<file path="config.mk">
export PLATFORM = sky130hd
export DESIGN_NAME = sport_irq_status
export DESIGN_NICKNAME = d
export VERILOG_FILES = /design/src/rtl/sport_irq_pkg.sv /design/src/rtl/sport_irq_sticky.sv /design/src/rtl/sport_irq_level.sv /design/src/rtl/sport_irq_regs.sv /design/src/rtl/sport_irq_status.sv
export SDC_FILE = /design/constraint.sdc
export NUM_CORES = 1
export LEC_CHECK = 0
export BUFFER_PORTS_ARGS = -buffer_cell sky130_fd_sc_hd__buf_4
export CORE_AREA = 2 2 50 52
export CTS_BUF_LIST = sky130_fd_sc_hd__clkbuf_16
export CTS_CLUSTER_DIAMETER = 80
export DETAILED_ROUTE_END_ITERATION = 8
export DIE_AREA = 0 0 52 54
export PLACE_DENSITY = 0.88
export SLEW_MARGIN = 20
export SYNTH_ARGS = -nofsm -noshare
export SYNTH_HDL_FRONTEND = slang
export SYNTH_SLANG_ARGS = --single-unit
</file>
<file path="constraint.sdc">
create_clock -name clk -period 1.9 [get_ports clk]
set_input_delay 0.19 -clock clk [delete_from_list [all_inputs] [get_ports clk]]
set_output_delay 0.19 -clock clk [all_outputs]
set_load 0.02 [all_outputs]
</file>
<file path="src/rtl/sport_irq_pkg.sv">
package sport_irq_pkg;

    localparam int NSRC   = 7;
    localparam int DATA_W = 32;

    // Source positions in every status word
    localparam int B_RX_OVR = 0;
    localparam int B_RX_TMO = 1;
    localparam int B_RX_LVL = 2;
    localparam int B_TX_LVL = 3;
    localparam int B_RXDMA  = 4;
    localparam int B_TXDMA  = 5;
    localparam int B_TX_END = 6;

    typedef struct packed {
        logic tx_end;
        logic txdma;
        logic rxdma;
        logic tx_lvl;
        logic rx_lvl;
        logic rx_tmo;
        logic rx_ovr;
    } irq_vec_t;

    typedef enum logic [1:0] {
        RA_MASK  = 2'd0,
        RA_RAW   = 2'd1,
        RA_MSTAT = 2'd2,
        RA_CLR   = 2'd3
    } reg_addr_e;

    // Bits backed by a sticky flop (the rest follow a level)
    localparam logic [NSRC-1:0] STICKY_BITS = 7'b111_0011;

    function automatic logic [DATA_W-1:0] zext(input logic [NSRC-1:0] v);
        return {{(DATA_W-NSRC){1'b0}}, v};
    endfunction

endpackage

</file>
<file path="src/rtl/sport_irq_sticky.sv">
module sport_irq_sticky
    import sport_irq_pkg::*;
#(
    parameter int N = NSRC,
    parameter logic [N-1:0] KEEP = STICKY_BITS
) (
    input  logic         clk,
    input  logic         rst,
    input  logic [N-1:0] set_i,
    input  logic [N-1:0] clr_i,
    output logic [N-1:0] q_o
);
    for (genvar i = 0; i < N; i++) begin : g_bit
        if (KEEP[i]) begin : g_flop
            logic q;
            always_ff @(posedge clk) begin
                if (rst)           q <= 1'b0;
                else if (set_i[i]) q <= 1'b1;   // event wins over clear
                else if (clr_i[i]) q <= 1'b0;
            end
            assign q_o[i] = q;
        end else begin : g_none
            assign q_o[i] = 1'b0;
        end
    end
endmodule

</file>
<file path="src/rtl/sport_irq_level.sv">
module sport_irq_level #(
    parameter int DEPTH  = 8,
    parameter int FILL_W = $clog2(DEPTH + 1)
) (
    input  logic [FILL_W-1:0] rx_fill,
    input  logic [FILL_W-1:0] tx_fill,
    output logic              rx_hi,
    output logic              tx_lo
);
    localparam int HALF = DEPTH / 2;
    localparam logic [FILL_W-1:0] HALF_V = FILL_W'(HALF);

    always_comb begin
        rx_hi = (rx_fill >= HALF_V);
        tx_lo = (tx_fill <= HALF_V);
    end
endmodule

</file>
<file path="src/rtl/sport_irq_regs.sv">
module sport_irq_regs
    import sport_irq_pkg::*;
(
    input  logic              clk,
    input  logic              rst,
    input  logic              wr,
    input  reg_addr_e         addr,
    input  logic [NSRC-1:0]   wdata,
    input  logic [NSRC-1:0]   raw,
    input  logic [NSRC-1:0]   masked,
    output logic [NSRC-1:0]   mask_q,
    output logic [NSRC-1:0]   clr_vec,
    output logic [DATA_W-1:0] rdata
);
    always_ff @(posedge clk) begin
        if (rst)                       mask_q <= '0;
        else if (wr && addr == RA_MASK) mask_q <= wdata;
    end

    always_comb begin
        clr_vec = '0;
        if (wr && addr == RA_CLR) clr_vec = wdata & STICKY_BITS;
    end

    always_comb begin
        unique case (addr)
            RA_MASK:  rdata = zext(mask_q);
            RA_RAW:   rdata = zext(raw);
            RA_MSTAT: rdata = zext(masked);
            default:  rdata = '0;
        endcase
    end
endmodule

</file>
<file path="src/rtl/sport_irq_status.sv">
module sport_irq_status
    import sport_irq_pkg::*;
#(
    parameter int FIFO_DEPTH = 8,
    parameter int FILL_W     = $clog2(FIFO_DEPTH + 1)
) (
    input  logic              clk,
    input  logic              rst,
    input  logic              bus_wr,
    input  logic [1:0]        bus_addr,
    input  logic [DATA_W-1:0] bus_wdata,
    output logic [DATA_W-1:0] bus_rdata,
    input  logic              evt_rx_ovr,
    input  logic              evt_rx_tmo,
    input  logic              evt_rxdma,
    input  logic              evt_txdma,
    input  logic              evt_tx_end,
    input  logic [FILL_W-1:0] rx_fill,
    input  logic [FILL_W-1:0] tx_fill,
    output logic              irq
);
    irq_vec_t        evt_s, lvl_s;
    logic [NSRC-1:0] evt_vec, lvl_vec, sticky_q, raw, mask_q, masked, clr_vec;
    logic            rx_hi, tx_lo;

    always_comb begin
        evt_s        = '0;
        evt_s.rx_ovr = evt_rx_ovr;
        evt_s.rx_tmo = evt_rx_tmo;
        evt_s.rxdma  = evt_rxdma;
        evt_s.txdma  = evt_txdma;
        evt_s.tx_end = evt_tx_end;
        lvl_s        = '0;
        lvl_s.rx_lvl = rx_hi;
        lvl_s.tx_lvl = tx_lo;
    end
    assign evt_vec = evt_s;
    assign lvl_vec = lvl_s;

    sport_irq_level #(.DEPTH(FIFO_DEPTH), .FILL_W(FILL_W)) u_lvl (
        .rx_fill (rx_fill),
        .tx_fill (tx_fill),
        .rx_hi   (rx_hi),
        .tx_lo   (tx_lo)
    );

    sport_irq_sticky #(.N(NSRC), .KEEP(STICKY_BITS)) u_stk (
        .clk   (clk),
        .rst   (rst),
        .set_i (evt_vec),
        .clr_i (clr_vec),
        .q_o   (sticky_q)
    );

    assign raw    = sticky_q | lvl_vec;
    assign masked = raw & mask_q;
    assign irq    = |masked;

    sport_irq_regs u_regs (
        .clk     (clk),
        .rst     (rst),
        .wr      (bus_wr),
        .addr    (reg_addr_e'(bus_addr)),
        .wdata   (bus_wdata[NSRC-1:0]),
        .raw     (raw),
        .masked  (masked),
        .mask_q  (mask_q),
        .clr_vec (clr_vec),
        .rdata   (bus_rdata)
    );
endmodule

</file>
* Yosys cells after proc, flatten, opt, wreduce, memory -nomap -nowiden
Index checks and enable logic that the tools add are counted.
** Word-level totals
- Logic and storage cells :: 34
- Flip-flop bits (word level) :: 12
- Output and inout bits :: 33
** Cells by class
- Magnitude comparators :: 2
- Equal/unequal tests :: 3
- Bitwise gates (word level) :: 2
- Reduce and logical (&&, ||, !) cells :: 9
- Mux-type cells :: 12
** Operator list (number)
- $pmux 7 s3 :: 1
- $mux 1 :: 10
- $reduce_bool 2->1 :: 5
- $and 7x7->7 :: 1
- $mux 7 :: 1
- $or 7x4->7 :: 1
- $reduce_or 7->1 :: 1
- $eq 2x2->1 const B :: 2
- $ge 4x3->1 const B :: 1
- $le 4x3->1 const B :: 1
- $eq 2x1->1 const B :: 1
- $logic_and 1x1->1 :: 2
- $logic_not 2->1 :: 1

* Depth between registers and ports, before layout
Gate-level depths: netlist of the first run.
- Depth after elaboration :: 5
- Mapped depth :: 5
- Mapped depth without buffers :: 3

* Hierarchy
From an unflattened synthesis of the first run, not the netlist that was laid out.
** Unflattened totals
- Cells, all modules :: 127
- Area total of the unflattened synthesis :: 1076.0 sq um
** Modules (own cells, without submodules)
- sport_irq_regs :: instances 1, area an instance 734.5 sq um, sequential area each 140.1 sq um, cells an instance 83
- sport_irq_sticky :: instances 1, area an instance 231.5 sq um, sequential area each 100.1 sq um, cells an instance 28
- sport_irq_status :: instances 1, area an instance 92.6 sq um, sequential area each 0.0 sq um, cells an instance 13
- sport_irq_level :: instances 1, area an instance 17.5 sq um, sequential area each 0.0 sq um, cells an instance 3

* Worst setup path after synthesis of the first run
No wires, ideal clock.
- Path type :: reg-to-output
- Start point :: register u_regs.mask_q[1]
- End point :: output irq
- Data arrival time :: 0.971 ns
- Buffers on the path :: 0
- Cell stages (with the launch flop) :: 4
- Path slack :: 0.739 ns
- Cells stage by stage :: dfxtp_1 > a222oi_1 > o211ai_1 > a21o_1
** Between the ends
- Word-level cells in the longest chain between the ends :: 2
** Ends and longest elaborated chain
- start, declared :: RTL line sport_irq_regs.sv:11 : output logic [NSRC-1:0] mask_q,
- start signal, assigned :: RTL line sport_irq_regs.sv:17 : else if (wr && addr == RA_MASK) mask_q <= wdata;
- $and 7x7->7 :: RTL line sport_irq_status.sv:56 : assign masked = raw & mask_q;
- $reduce_or 7->1 :: RTL line sport_irq_status.sv:57 : assign irq = |masked;
- end, declared :: RTL line sport_irq_status.sv:20 : output logic irq
No other way between the ends.

* Worst setup path in the final report of the first run
Same ends and word-level chain as after synthesis.

==> key figures, run 1 <==
Die
  – Row count: 18
  – Core ar.: 0.00232 mm2
  – Die H: 54 um
  – I/O Pins: 83
  – Initial Utilization: 0.357
  – Die area: 0.00281 mm2
  – Die Width: 52 um

CTS
  – # Post-CTS Setup Buffers: 0
  – Total CTS buffers: 3
  – CTS Sinks: 12
  – Clk root buf: clkbuf_16
  – Cts repair resizes: 0
  – Clk slew on worst S/H paths: 0.04 ns
  – CTS max path bufs: 2
  – Hold-fix buffers, CTS: 0
  – H-tree levels: 1
  – Later-pin clock latency in the skew report: 0.24 ns
  – CTS tree: done

Finish
  – Commonest non-fill, non-tap cell in the layout: buf_4
  – Leading cell types in the layout, fill and taps excluded: buf_4 (32), conb_1 (25), nor2_1 (15)
  – Fraction of layout cells with a size suffix above 1: 0.291
  – Diode count: 0
  – Final core occ: 0.453
  – Non-filler cells, final: 157
  – Area grow syn2layout: 27.1%
  – Final nets: 179

Timing
  – PnR worst setup slack: 0.252 ns
  – Crit share post-route: 0.867
  – RSZ-0062 raised after global routing: false
  – Fin. Hold Viols: 0
  – Setup TNS: 0 ns
  – Max Clock Freq: 607 MHz
  – Clock Skews: 0 ns
  – Max Slew Vio Count: 0
  – Period minus WS final: 1.65 ns
  – Final setup vio count: 0

Worst setup path
  – Worst setup SP type: register
  – Critical Path Fanout Max: 4
  – Worst EP required: 1.71 ns
  – Critical path type: register to output pin
  – Critical Path Sink Type: output pin
  – Signal arrival time at the worst endpoint: 1.46 ns
  – Cells on worst reg2reg path: 2

Route
  – DR iter-0 viols: 13
  – DR vias: 735
  – Drt drc: 0
  – Post-Route WL: 1.84 mm
  – Antenna-violating nets left: 0
  – Via/cell ratio: 4.68
  – First-pass DRT Iterations: 4
  – WL per Instance: 11.7 um

Placed design
  – Placer Congestion: 0.792
  – Hpwl dp: 1.44 mm
  – DP Cell Count: 154
  – DP Worst Slack: 0.528 ns
  – I/O Buffers: 30

Pwr
  – Final Power: 0.824 mW
  – Clock share of power: 0.452
  – Lkg Pwr: 0.521 nW
  – Cell-internal power: 0.608 mW
  – Reg power frac: 0.336
  – Switching part of the total: 0.262
  – P_sw: 0.216 mW
  – Comb pwr share: 0.212
  – Peak VDD IR: 0.440 mV
  – P per Cell Area: 784 mW/mm2

Synthesis
  – Post-synthesis adder-cell area fraction: 0
  – Post-synth top area cell: dfxtp_1
  – Synth Instances: 97
  – EDFF count, synth: 0
  – Main synth FF type: dfxtp_1
  – Synthesized flop and latch total: 12
  – FFs w/ async S/R, synth: 0
  – XOR/XNOR Fraction of Synth Area: 0
  – Synth Area in Simple Gates: 0.139
  – Compound-Gate Fraction of Synth Area: 0.207
  – Most area-consuming cells after synthesis: dfxtp_1 (29%), buf_4 (23%), mux2i_1 (8.5%)
  – Avg Cell Area, Syn: 8.53 um2
  – YS warnings: 0
  – Register area share after synthesis: 0.290
  – Synth Cell Area: 827 um2
  – Multiplexer area fraction after synthesis: 0.0847
  – Main combinational cell family by area after synthesis: buffers and inverters
  – Top-area cell type share of the netlist area: 0.290
  – Unique masters post-synth: 24

Run status
  – Status: complete, no violations

GRT
  – First-pass GRT wire length: 2.57 mm
  – Vias in the first global route: 645
  – Initial antenna violation count: 0
  – Total gr overflow: 0
  – Largest net degree at the start of global routing: 13
  – Gr usage total: 0.131

Hold path
  – Hold depth: 3
  – Hold Crit Class: input pin to register

Run
  – Max-cap viol count: 0
per-stage QoR:
stage | instance area, um2 | hold slack, ns
finish | 1050 | 0.160
global route | 1050 | 0.182
CTS | 1050 | 0.166
detailed placement | 976 | 0.411
global placement | 976 | 0.395
floorplan | 917 | 0.262
cells in the mapped netlist, types with 2 or more instances:
master	number
a21o_1	5
dfxtp_1	12
a32o_1	2
mux2i_1	7
nor2_1	15
a21oi_1	5
a22o_1	4
buf_4	25
nand4_1	5
inv_1	2
buf_6	2
power by group through the flow:
| stage | Clock, mW | Combinational, mW | Sequential, mW |
|---|---|---|---|
| detailed placement | 0 | 0.173 | 0.281 |
| CTS | 0.382 | 0.174 | 0.276 |
| global placement | 0 | 0.170 | 0.279 |
| floorplan | 0 | 0.151 | 0.278 |
| global route | 0.394 | 0.189 | 0.278 |
| finish | 0.373 | 0.174 | 0.277 |
cell families (layout without fill, tap and decap cells):
kind of cell / after synthesis / in the layout
buffers and inverters: 31 / 37
AO/OA/AOI/OAI: 23 / 23
AND/OR/NAND/NOR: 23 / 23
flip-flops: 12 / 12
multiplexers: 7 / 7
other: 1 / 25
sequential cells by signal, summed over array words and instances, names as in the netlist:
| name | flops |
|---|---|
| u_regs.mask_q | 7 |
| u_stk.g_bit.g_flop.q | 5 |
area by class of cell:
| class | instances | area (um2) |
|---|---|---|
| clock buffer | 3 | 75.1 |
| fill | 241 | 1270 |
| inverter | 2 | 7.51 |
| multi-input combinational | 78 | 450 |
| sequential | 12 | 240 |
| tap | 30 | 37.5 |
| timing repair buffer | 32 | 240 |
critical path, stage by stage (launching register included):
cell	delay, ns
dfxtp_1	0.33
a222oi_1	0.41
o211ai_1	0.16
a21o_1	0.18
buf_4	0.15
path summary, 6_finish.rpt:
path | from | to | slack, ns
max reg2reg | u_regs.mask_q[0]$_SDFFE_PP0P_ | u_regs.mask_q[0]$_SDFFE_PP0P_ | 1.25
min reg2reg | u_regs.mask_q[2]$_SDFFE_PP0P_ | u_regs.mask_q[2]$_SDFFE_PP0P_ | 0.50
min | evt_tx_end | u_stk.g_bit[6].g_flop.q$_SDFFE_PP0P_ | 0.16
max | u_regs.mask_q[1]$_SDFFE_PP0P_ | irq | 0.25
per-layer routing:
| metal | track usage | vias to the layer above | wire [um] |
|---|---|---|---|
| met4 | 0.0921 | 0 | 42 |
| met3 | 0.0194 | 6 | 224 |
| li1 | - | 352 | - |
| met5 | 0 | - | 0 |
| met2 | 0.243 | 48 | 904 |
| met1 | 0.134 | 329 | 667 |
Power figures use the tool's default switching activity.
==> run 2: changes to the inputs <==
CORE_AREA = 2 2 52 54   (was 2 2 50 52)
CTS_CLUSTER_SIZE = 30   (was default)
DIE_AREA = 0 0 54 56   (was 0 0 52 54)
PLACE_DENSITY = 0.83   (was 0.88)
TNS_END_PERCENT = 1   (was default)
clock period = 1.6 ns   (was 1.9 ns; I/O delays follow)
==> key figures, run 2 (synthesis gave the netlist of run 1 again) <==
Hold path
  – Worst Hold Endpoint: u_stk.g_bit[0].g_flop.q$_SDFFE_PP0P_
  – Hold_sp: evt_rx_ovr
  – Hold Crit Class: input pin to register
  – Hold depth: 3 (unchanged)

Pwr
  – Lkg Pwr: 0.518 nW (-0.71%)
  – Comb pwr share: 0.214 (+0.002)
  – Clock share of power: 0.451 (about the same)
  – P per Cell Area: 936 mW/mm2 (+19%)
  – Cell-internal power: 0.723 mW (+19%)
  – Final Power: 0.982 mW (+19%)
  – Peak VDD IR: 0.814 mV (+85%)
  – P_sw: 0.259 mW (+20%)
  – Reg power frac: 0.336 (about the same)
  – Switching part of the total: 0.264 (+0.00205)

Placed design
  – DP Cell Count: 153 (-0.65%)
  – Dpl cell area: 968 um2 (-0.77%)
  – Hpwl dp: 1.47 mm (+2.1%)
  – DP Worst Slack: 0.269 ns (-0.259 ns)
  – I/O Buffers: 30 (unchanged)
  – Placer Congestion: 0.776 (-2.0%)

Timing
  – Clock Skews: 0 ns (unchanged)
  – Hold slack: 0.125 ns (-0.0351 ns)
  – Crit share post-route: 0.981
  – Setup TNS: 0 ns (unchanged)
  – Period minus WS final: 1.57 ns
  – Final setup vio count: 0 (unchanged)
  – PnR worst setup slack: 0.0298 ns (-0.223 ns)
  – Fin. Hold Viols: 0 (unchanged)
  – Max Clock Freq: 637 MHz
  – RSZ-0062 raised after global routing: true
  – Max Slew Vio Count: 0 (unchanged)

Die
  – Die H: 56 um (+3.7%)
  – Initial Utilization: 0.340 (-0.0165)
  – Die area: 0.00302 mm2 (+7.7%)
  – I/O Pins: 83 (unchanged)
  – Row count: 18 (unchanged)
  – Core ar.: 0.00243 mm2 (+4.9%)
  – Die Width: 54 um (+3.8%)

Run status
  – Status: complete, no violations

Worst setup path
  – Cells on worst reg2reg path: 2 (unchanged)
  – Worst setup SP type: register
  – Signal arrival time at the worst endpoint: 1.41 ns (-0.05 ns)
  – Critical R2R Capture: u_regs.mask_q[4]$_SDFFE_PP0P_
  – Critical Path Sink Type: output pin
  – Critical path type: register to output pin
  – Origin of the critical flop-to-flop path: u_regs.mask_q[4]$_SDFFE_PP0P_
  – R2r setup slk: 0.95 ns (-0.30 ns)
  – Critical Path Fanout Max: 3 (-1)
  – Worst EP required: 1.44 ns (-0.27 ns)
  – Crit path launch: u_stk.g_bit[1].g_flop.q$_SDFFE_PP0P_

CTS
  – Total CTS buffers: 3 (unchanged)
  – Cts repair resizes: 0 (unchanged)
  – CTS max path bufs: 2 (unchanged)
  – Clk slew on worst S/H paths: 0.04 ns (about the same)
  – CTS tree: done
  – Clk root buf: clkbuf_16
  – Later-pin clock latency in the skew report: 0.24 ns (about the same)
  – # Post-CTS Setup Buffers: 0 (unchanged)
  – CTS Sinks: 12 (unchanged)
  – Hold-fix buffers, CTS: 0 (unchanged)
  – H-tree levels: 1 (unchanged)

GRT
  – Largest net degree at the start of global routing: 13 (unchanged)
  – Gr usage total: 0.127 (-0.00331)
  – Total gr overflow: 0 (unchanged)
  – Vias in the first global route: 638 (-1.1%)
  – Initial antenna violation count: 0 (unchanged)
  – First-pass GRT wire length: 2.88 mm (+12%)

Finish
  – Non-filler cells, final: 156 (-0.64%)
  – Max FFs per register: 7 (unchanged)
  – Final nets: 178 (-0.56%)
  – Fraction of layout cells with a size suffix above 1: 0.302 (+0.0102)
  – Commonest non-fill, non-tap cell in the layout: buf_4
  – Leading cell types in the layout, fill and taps excluded: buf_4 (30), conb_1 (25), nor2_1 (15)
  – Diode count: 0 (unchanged)
  – Final core occ: 0.432 (-0.0215)
  – Biggest register: u_regs.mask_q
  – Design Area, Final: 0.00105 mm2 (-0.12%)
  – Top flop regs: u_regs.mask_q (7), u_stk.g_bit.g_flop.q (5)
  – Layout fillers: 253 (+5.0%)
  – Area grow syn2layout: 26.9%

Run
  – Max-cap viol count: 0 (unchanged)

Route
  – Via/cell ratio: 4.72 (+0.91%)
  – Post-Route WL: 1.92 mm (+4.5%)
  – Drt drc: 0 (unchanged)
  – First-pass DRT Iterations: 5 (+1)
  – DR iter-0 viols: 22 (+9)
  – DR vias: 737 (+0.27%)
  – WL per Instance: 12.3 um (+5.1%)
  – Antenna-violating nets left: 0 (unchanged)
-- run 2: cell count changes in the layout (fill, tap and decap cells not counted) --
cell	previous run	this run
buf_4	32	30
dfxtp_1	12	10
dfxtp_2	0	2
buf_6	0	1
-- run 2: area by class of cell --
type / instances / area (um2) / area share
clock buffer: 3 / 75.1 / 0.0715
inverter: 2 / 7.51 / 0.00715
multi-input combinational: 78 / 450 / 0.429
sequential: 12 / 243 / 0.231
tap: 30 / 37.5 / 0.0358
timing repair buffer: 31 / 236 / 0.225
-- run 2: how the worst max path moves through the flow --
stage	to	slack [ns]	cells past startpoint
6_report	irq	0.03	4
3_3_place_gp	irq	0.29	4
4_1_cts	irq	0.01	4
3_5_place_dp	irq	0.27	4
5_1_grt	irq	-0.07	4
2_1_floorplan	irq	0.47	3
-- run 2: power by group through the flow --
stage | logic, mW | registers, mW | clock network (mW)
finish | 0.210 | 0.330 | 0.443
global route | 0.227 | 0.331 | 0.463
CTS | 0.207 | 0.328 | 0.451
detailed placement | 0.205 | 0.333 | 0
global placement | 0.200 | 0.332 | 0
floorplan | 0.180 | 0.330 | 0
-- run 2: critical path, stage by stage, from the launching register on --
cell and delay, ns:
dfxtp_2 0.32, a222oi_1 0.40, o211ai_1 0.15, a21o_1 0.19
buf_6 0.13
-- run 2: routing by layer --
metal / routed length [um] / global-route usage / part of all wire / vias up
met4: 29 / 0.0536 / 0.015 / 0
met1: 724 / 0.154 / 0.38 / 335
met5: 0 / 0 / 0 / -
met3: 153 / 0.0215 / 0.080 / 3
li1: - / - / - / 352
met2: 1010 / 0.214 / 0.53 / 47
